## config.mk

```make
export PLATFORM = sky130hd
export DESIGN_NAME = spi_shift_engine
export DESIGN_NICKNAME = d
export VERILOG_FILES = /design/src/rtl/spi_eng_pkg.sv /design/src/rtl/spi_eng_halfper.sv /design/src/rtl/spi_eng_shifter.sv /design/src/rtl/spi_shift_engine.sv
export SDC_FILE = /design/constraint.sdc
export NUM_CORES = 1
export LEC_CHECK = 0
export BUFFER_PORTS_ARGS = -buffer_cell sky130_fd_sc_hd__buf_2
export CELL_PAD_IN_SITES_DETAIL_PLACEMENT = 0
export CELL_PAD_IN_SITES_GLOBAL_PLACEMENT = 1
export CORE_UTILIZATION = 41
export DETAILED_ROUTE_END_ITERATION = 10
export PLACE_DENSITY_LB_ADDON = 0.05
export RECOVER_POWER = 50
export SLEW_MARGIN = 15
export SYNTH_ARGS = -nofsm -noshare
export SYNTH_HDL_FRONTEND = slang
export SYNTH_HIERARCHICAL = 1
export SYNTH_SLANG_ARGS = --single-unit
```

## constraint.sdc

```tcl
create_clock -name clk -period 1.7 [get_ports clk]
set_input_delay 0.34 -clock clk [delete_from_list [all_inputs] [get_ports clk]]
set_output_delay 0.34 -clock clk [all_outputs]
set_load 0.03 [all_outputs]
```

## src/rtl/spi_eng_pkg.sv

```systemverilog
package spi_eng_pkg;
    localparam int DATA_W = 8;
    localparam int DIV_W  = 4;
    localparam int LEN_W  = $clog2(DATA_W);

    typedef enum logic [1:0] {
        ADDR_CFG  = 2'd0,
        ADDR_DATA = 2'd1,
        ADDR_CTRL = 2'd2,
        ADDR_NONE = 2'd3
    } reg_sel_e;

    localparam int CFG_POL_BIT  = 7;
    localparam int CTL_GO_BIT   = 7;
    localparam int CTL_LEN_LSB  = 4;
    localparam int CTL_BUSY_BIT = 3;
    localparam int CTL_IDLE_BIT = 0;
endpackage

```

## src/rtl/spi_eng_halfper.sv

```systemverilog
module spi_eng_halfper #(
    parameter int DIV_W = 4
) (
    input  logic             clk,
    input  logic             rst_n,
    input  logic             run_i,
    input  logic [DIV_W-1:0] div_i,
    output logic             tick_o
);
    localparam int CNT_W = DIV_W + 1;

    logic [CNT_W-1:0] cnt_d, cnt_q;
    logic [CNT_W-1:0] last;

    // 2*(N+1)-1 == {N,1}
    assign last   = {div_i, 1'b1};
    assign tick_o = run_i && (cnt_q == last);

    always_comb begin
        if (!run_i || tick_o) cnt_d = '0;
        else                  cnt_d = cnt_q + 1'b1;
    end

    always_ff @(posedge clk or negedge rst_n) begin
        if (!rst_n) cnt_q <= '0;
        else        cnt_q <= cnt_d;
    end

    // the counter never runs past the end of a half-period
    a_r2_cnt_bounded: assert property (@(posedge clk) disable iff (!rst_n)
        run_i |-> (cnt_q <= last));
    // the count restarts after each half-period boundary
    a_r2_restart: assert property (@(posedge clk) disable iff (!rst_n)
        tick_o |=> (cnt_q == '0));
endmodule

```

## src/rtl/spi_eng_shifter.sv

```systemverilog
module spi_eng_shifter #(
    parameter int DATA_W = 8,
    parameter int LEN_W  = 3
) (
    input  logic              clk,
    input  logic              rst_n,
    input  logic              start_i,
    input  logic [LEN_W-1:0]  len_i,
    input  logic              load_i,
    input  logic [DATA_W-1:0] load_data_i,
    input  logic              tick_i,
    input  logic              miso_i,
    output logic              busy_o,
    output logic              act_o,
    output logic              mosi_o,
    output logic [DATA_W-1:0] data_o
);
    typedef struct packed {
        logic              busy;
        logic              act;
        logic              mosi;
        logic [DATA_W-1:0] sh;
        logic [LEN_W-1:0]  left;
    } sh_state_t;

    sh_state_t st_d, st_q;

    always_comb begin
        st_d = st_q;
        if (!st_q.busy) begin
            if (load_i) st_d.sh = load_data_i;
            if (start_i) begin
                st_d.busy = 1'b1;
                st_d.act  = 1'b1;
                st_d.mosi = st_q.sh[len_i];
                st_d.left = len_i;
            end
        end else if (tick_i) begin
            if (st_q.act) begin
                // trailing edge: capture input at the LSB
                st_d.act = 1'b0;
                st_d.sh  = {st_q.sh[DATA_W-2:0], miso_i};
                if (st_q.left == '0) st_d.busy = 1'b0;
                else                 st_d.left = st_q.left - 1'b1;
            end else begin
                // leading edge: present next bit
                st_d.act  = 1'b1;
                st_d.mosi = st_q.sh[len_i];
            end
        end
    end

    always_ff @(posedge clk or negedge rst_n) begin
        if (!rst_n) st_q <= '0;
        else        st_q <= st_d;
    end

    assign busy_o = st_q.busy;
    assign act_o  = st_q.act;
    assign mosi_o = st_q.mosi;
    assign data_o = st_q.sh;

    a_r4_start_runs: assert property (@(posedge clk) disable iff (!rst_n)
        (start_i && !st_q.busy) |=> (st_q.busy && st_q.act));
    a_r2_hold_phase: assert property (@(posedge clk) disable iff (!rst_n)
        (st_q.busy && !tick_i) |=> $stable(st_q.act));
    a_r7_mosi_leading: assert property (@(posedge clk) disable iff (!rst_n)
        (st_q.busy && $past(st_q.busy) && !$rose(st_q.act)) |-> $stable(st_q.mosi));
    a_r8_sample_trailing: assert property (@(posedge clk) disable iff (!rst_n)
        (st_q.busy && !(tick_i && st_q.act)) |=> $stable(st_q.sh));
    a_r11_end_idle: assert property (@(posedge clk) disable iff (!rst_n)
        $fell(st_q.busy) |-> !st_q.act);
endmodule

```

## src/rtl/spi_shift_engine.sv

```systemverilog
module spi_shift_engine
    import spi_eng_pkg::*;
(
    input  logic       clk,
    input  logic       rst_n,
    input  logic [1:0] reg_addr,
    input  logic       reg_wr,
    input  logic [7:0] reg_wdata,
    output logic [7:0] reg_rdata,
    output logic       sclk_o,
    output logic       mosi_o,
    input  logic       miso_i
);
    typedef struct packed {
        logic             pol;
        logic [DIV_W-1:0] div;
        logic [LEN_W-1:0] len;
        logic             idle;
    } regs_t;

    regs_t r_d, r_q;

    logic              busy, act, sh_mosi, tick;
    logic              start, load;
    logic [DATA_W-1:0] shreg;

    always_comb begin
        r_d   = r_q;
        start = 1'b0;
        load  = 1'b0;
        if (reg_wr && !busy) begin
            if (reg_addr == ADDR_CFG) begin
                r_d.pol = reg_wdata[CFG_POL_BIT];
                r_d.div = reg_wdata[DIV_W-1:0];
            end
            if (reg_addr == ADDR_DATA) load = 1'b1;
            if (reg_addr == ADDR_CTRL) begin
                r_d.len  = reg_wdata[CTL_LEN_LSB +: LEN_W];
                r_d.idle = reg_wdata[CTL_IDLE_BIT];
                start    = reg_wdata[CTL_GO_BIT];
            end
        end
    end

    always_ff @(posedge clk or negedge rst_n) begin
        if (!rst_n) r_q <= '0;
        else        r_q <= r_d;
    end

    spi_eng_halfper #(.DIV_W(DIV_W)) i_halfper (
        .clk    (clk),
        .rst_n  (rst_n),
        .run_i  (busy),
        .div_i  (r_q.div),
        .tick_o (tick)
    );

    spi_eng_shifter #(.DATA_W(DATA_W), .LEN_W(LEN_W)) i_shifter (
        .clk         (clk),
        .rst_n       (rst_n),
        .start_i     (start),
        .len_i       (r_d.len),
        .load_i      (load),
        .load_data_i (reg_wdata),
        .tick_i      (tick),
        .miso_i      (miso_i),
        .busy_o      (busy),
        .act_o       (act),
        .mosi_o      (sh_mosi),
        .data_o      (shreg)
    );

    assign sclk_o = r_q.pol ? act : !act;
    assign mosi_o = busy ? sh_mosi : r_q.idle;

    always_comb begin
        reg_rdata = '0;
        case (reg_addr)
            ADDR_CFG: begin
                reg_rdata[CFG_POL_BIT]  = r_q.pol;
                reg_rdata[DIV_W-1:0]    = r_q.div;
            end
            ADDR_DATA: reg_rdata = shreg;
            ADDR_CTRL: begin
                reg_rdata[CTL_GO_BIT]               = busy;
                reg_rdata[CTL_LEN_LSB +: LEN_W]     = r_q.len;
                reg_rdata[CTL_BUSY_BIT]             = busy;
                reg_rdata[CTL_IDLE_BIT]             = r_q.idle;
            end
            default: reg_rdata = '0;
        endcase
    end

    a_r10_cfg_locked: assert property (@(posedge clk) disable iff (!rst_n)
        (busy && reg_wr && reg_addr == ADDR_CFG) |=> $stable(r_q));
    a_r10_ctrl_locked: assert property (@(posedge clk) disable iff (!rst_n)
        (busy && reg_wr && reg_addr == ADDR_CTRL) |=> $stable(r_q));
    a_r3_idle_clock: assert property (@(posedge clk) disable iff (!rst_n)
        !busy |-> (sclk_o == !r_q.pol));
endmodule

```

==> impl_metrics.csv <==
group,metric,value,unit
cts,root_buffer,"clkbuf_8",
placed_design,finalWeightedCongestion,0.7834,
logic_synthesis,ys_async_sr_fraction,1.000,
logic_synthesis,yosys.area.top_type_share,0.4017,
logic_synthesis,syn_nets,175,
cts,clock_path_buffers,2,
sta,fin_setup_tns,-1.757,ns
sta,clock_skew,0.006060,ns
routing,wl,4370,um
grt,grt_use_total,0.2171,
cells_and_area,fin_nets,234,
placed_design,dpl_worst_slack,-0.3253,ns
sta,slew-limit-headroom,0.4995,
setup_path,crit_fanout,7,
routing,vias_per_cell,5.177,
power,fin_total_pwr,3.715,mW
routing,vias,1346,
setup_path,cpLargestDelayFamily,"flip-flops",
floorplanning,start_util,0.4329,
logic_synthesis,yosysWarnings,6,
sta,fmax,0.5211,GHz
cts,clk_pin_slew,0.10,ns
floorplanning,die_area,4519,sq um
cells_and_area,fillers,352,
floorplanning,ioPinCount,24,
floorplanning,core,4029,sq um
power,irDropWorstVdd,649.7,uV
logic_synthesis,post-synth-top-area-cell,"dfrtp_1",
cells_and_area,final_util,0.5925,
grt,overflow,0,
cts,cts_hold_buf,0,
setup_path,cp.required,1.36,ns
cells_and_area,diodes,0,
power,p_leak,1.173,nW
setup_path,critPathKind,"flip-flop to output port",
sta,rsz0062_at_grt,"yes",
logic_synthesis,synth-main-ff-cell,"dfrtp_1",
routing,drt_iter0_drc,50,
placed_design,port_buffers,23,
cells_and_area,area_growth,36.87,%
cts,h-tree-depth,1,
worst_hold_path,hp-class,"input port to asynchronous set/reset pin",
setup_path,cp_slowest_cell,"dfrtp_2",
placed_design,hpwlAfterDp,3176,um
logic_synthesis,synth_edf_count,0,
sta,tightest_slew,0.7508,ns
cts,clock_sinks,28,
floorplanning,die_x,67.23,um
logic_synthesis,ys_seq_elements,28,
floorplanning,die_y,67.23,um
setup_path,worst_setup_path_start_kind,"flip-flop",
cells_and_area,layout-drive-gt1-share,0.5238,
routing,first_pass_iters,4,
cells_and_area,regArea,701.9,sq um
setup_path,cp_cell_sequence,"buf_6 -> buf_12 -> a222oi_1 -> nor2_1 -> buf_4",
sta,finalHoldViolCount,0,
sta,finalMaxSlewViolations,0,
logic_synthesis,synth_cells,152,
outcome,status,"finished with violations",
power,powerDensity,1556,nW/um^2
grt,antenna_found_initial,0,
grt,grt_pass1_wl,7079,um
setup_path,worst-path-buf-inv,3,
cts,numCtsBuffers,3,
cells_and_area,multi_input_area,1020,sq um
setup_path,crit_path_max_incr_delay,0.45,ns
sta,finalCritPeriodShare,1.129,
sta,setup_ws,-0.2191,ns
sta,finalSetupViolCount,13,
outcome,violations,"setup timing",
setup_path,arrival,1.58,ns
routing,wire_per_inst,16.81,um
setup_path,endpoint_kind,"output port",
logic_synthesis,synth_area,1744,sq um
setup_path,r2r-start,"i_shifter/busy_o",
logic_synthesis,synth.distinct_cells,37,
cts,cts_tree,"yes",
cts,clock_latency,0.28,ns
routing,ant_nets,0,
logic_synthesis,seq_area_frac_synth,0.4017,
grt,grt_pass1_vias,1402,
logic_synthesis,synthTopCellsByArea,"dfrtp_1, mux2_2, ha_1",
floorplanning,rows,23,
logic_synthesis,syn-mean-instance-area,11.47,sq um
routing,drt_drc_violations_left,0,
sta,period_needed,1.919,ns
grt,grt_max_degree,29,
flow_run,cap_violations,0,
setup_path,startpoint,"i_shifter/busy_o",
## state kept, by name (all words and copies together) (netlist names)
register / count
r_q: 9
i_shifter/data_o: 8
i_halfper/cnt_q: 5
i_shifter/st_q: 3
i_shifter/act_o: 1
i_shifter/busy_o: 1
i_shifter/mosi_o: 1
## cell usage after synthesis (4+ instances only)
master	number
buf_4	8
a22o_1	9
inv_1	10
dfrtp_1	28
mux2_2	18
mux2i_1	6
nor2_1	6
xnor2_1	4
ha_1	9
xor2_1	5
a22oi_1	4
## power by group
part,internal [mW],total [mW],switching [mW],leakage (nW)
registers,0.942,1.19,0.252,0.356
logic,1.18,2.14,0.960,0.795
clock network,0.168,0.379,0.210,0.0228
total,2.29,3.71,1.42,1.17
## worst reg2reg max path: stages (launching register included)
cell	delay (ns)
dfrtp_2	0.45
nand3b_1	0.22
mux2_4	0.39
mux2i_1	0.15
mux4_2	0.47
mux2i_1	0.14
## metal layers
metal  wire (um)  track usage  vias up
met5           0            0        -
met4          82       0.1037        0
met3         142      0.02365        6
met2        2093       0.3375       30
met1        2050       0.2996      653
li1            -            -      657
## final timing paths
path,cells after the start,slack (ns),endpoint
max,5,-0.22,reg_rdata[7]
max reg2reg,5,-0.19,i_shifter/mosi_o
min,1,0.11,i_shifter/st_q[2]
min in group clk,2,0.32,r_q[7]
min reg2reg,1,0.53,i_shifter/st_q[1]
max in group asynchronous,1,1.08,i_shifter/busy_o
## repair_timing
item,CTS,global route
pin swaps,5,6
gates resized for setup,24,8
setup buffers,8,2
setup endpoints to repair,20,20
## cells by family after synthesis
kind of cell | after synthesis | share of synthesized area
AO/OA/AOI/OAI | 29 | 0.1291
adder cells (fa/ha/maj) | 9 | 0.06456
buffers and inverters | 23 | 0.08034
flip-flops | 28 | 0.4017
multiplexers | 27 | 0.1765
AND/OR/NAND/NOR | 27 | 0.1026
XOR/XNOR | 9 | 0.04519
## through the flow
stage	instances	area, sq um	hold slack, ns
after floorplan	152	1807	0.04441
after CTS	258	2344	0.09145
after global routing	260	2387	0.1620
after global placement	246	2146	0.3917
after detailed placement	246	2146	0.4136
final	260	2387	0.1083
## layout make-up
type                            instances  share of cell area
Clock buffer                            4             0.01887
Multi-Input combinational cell        101              0.4271
Timing Repair Buffer                   66              0.2144
Sequential cell                        28              0.2940
Inverter                               11             0.01939
Tap cell                               50             0.02621
## cell usage in the layout (no fill, tap or decap), types with 2 or more instances in the layout
cell type | Yosys | final
nor2_1 | 6 | 6
buf_2 | 1 | 13
a21oi_1 | 3 | 3
clkbuf_8 | 0 | 3
buf_12 | 0 | 2
inv_2 | 1 | 2
mux2_2 | 18 | 9
ha_4 | 0 | 2
nand3_1 | 2 | 2
a22oi_1 | 4 | 2
and3_4 | 0 | 2
nand3b_1 | 3 | 3
o21ai_0 | 3 | 3
dfrtp_1 | 28 | 27
ha_1 | 9 | 5
inv_4 | 0 | 2
xnor2_1 | 4 | 4
nor2b_1 | 3 | 3
buf_4 | 8 | 43
a22o_1 | 9 | 9
xor2_1 | 5 | 4
mux2i_1 | 6 | 6
nand2b_1 | 2 | 2
mux2_4 | 0 | 11
a222oi_1 | 3 | 3
inv_1 | 10 | 7
a22oi_2 | 0 | 2
a211oi_1 | 3 | 3
buf_6 | 3 | 7
ha_2 | 0 | 2
(Power assumes the default switching activity.)
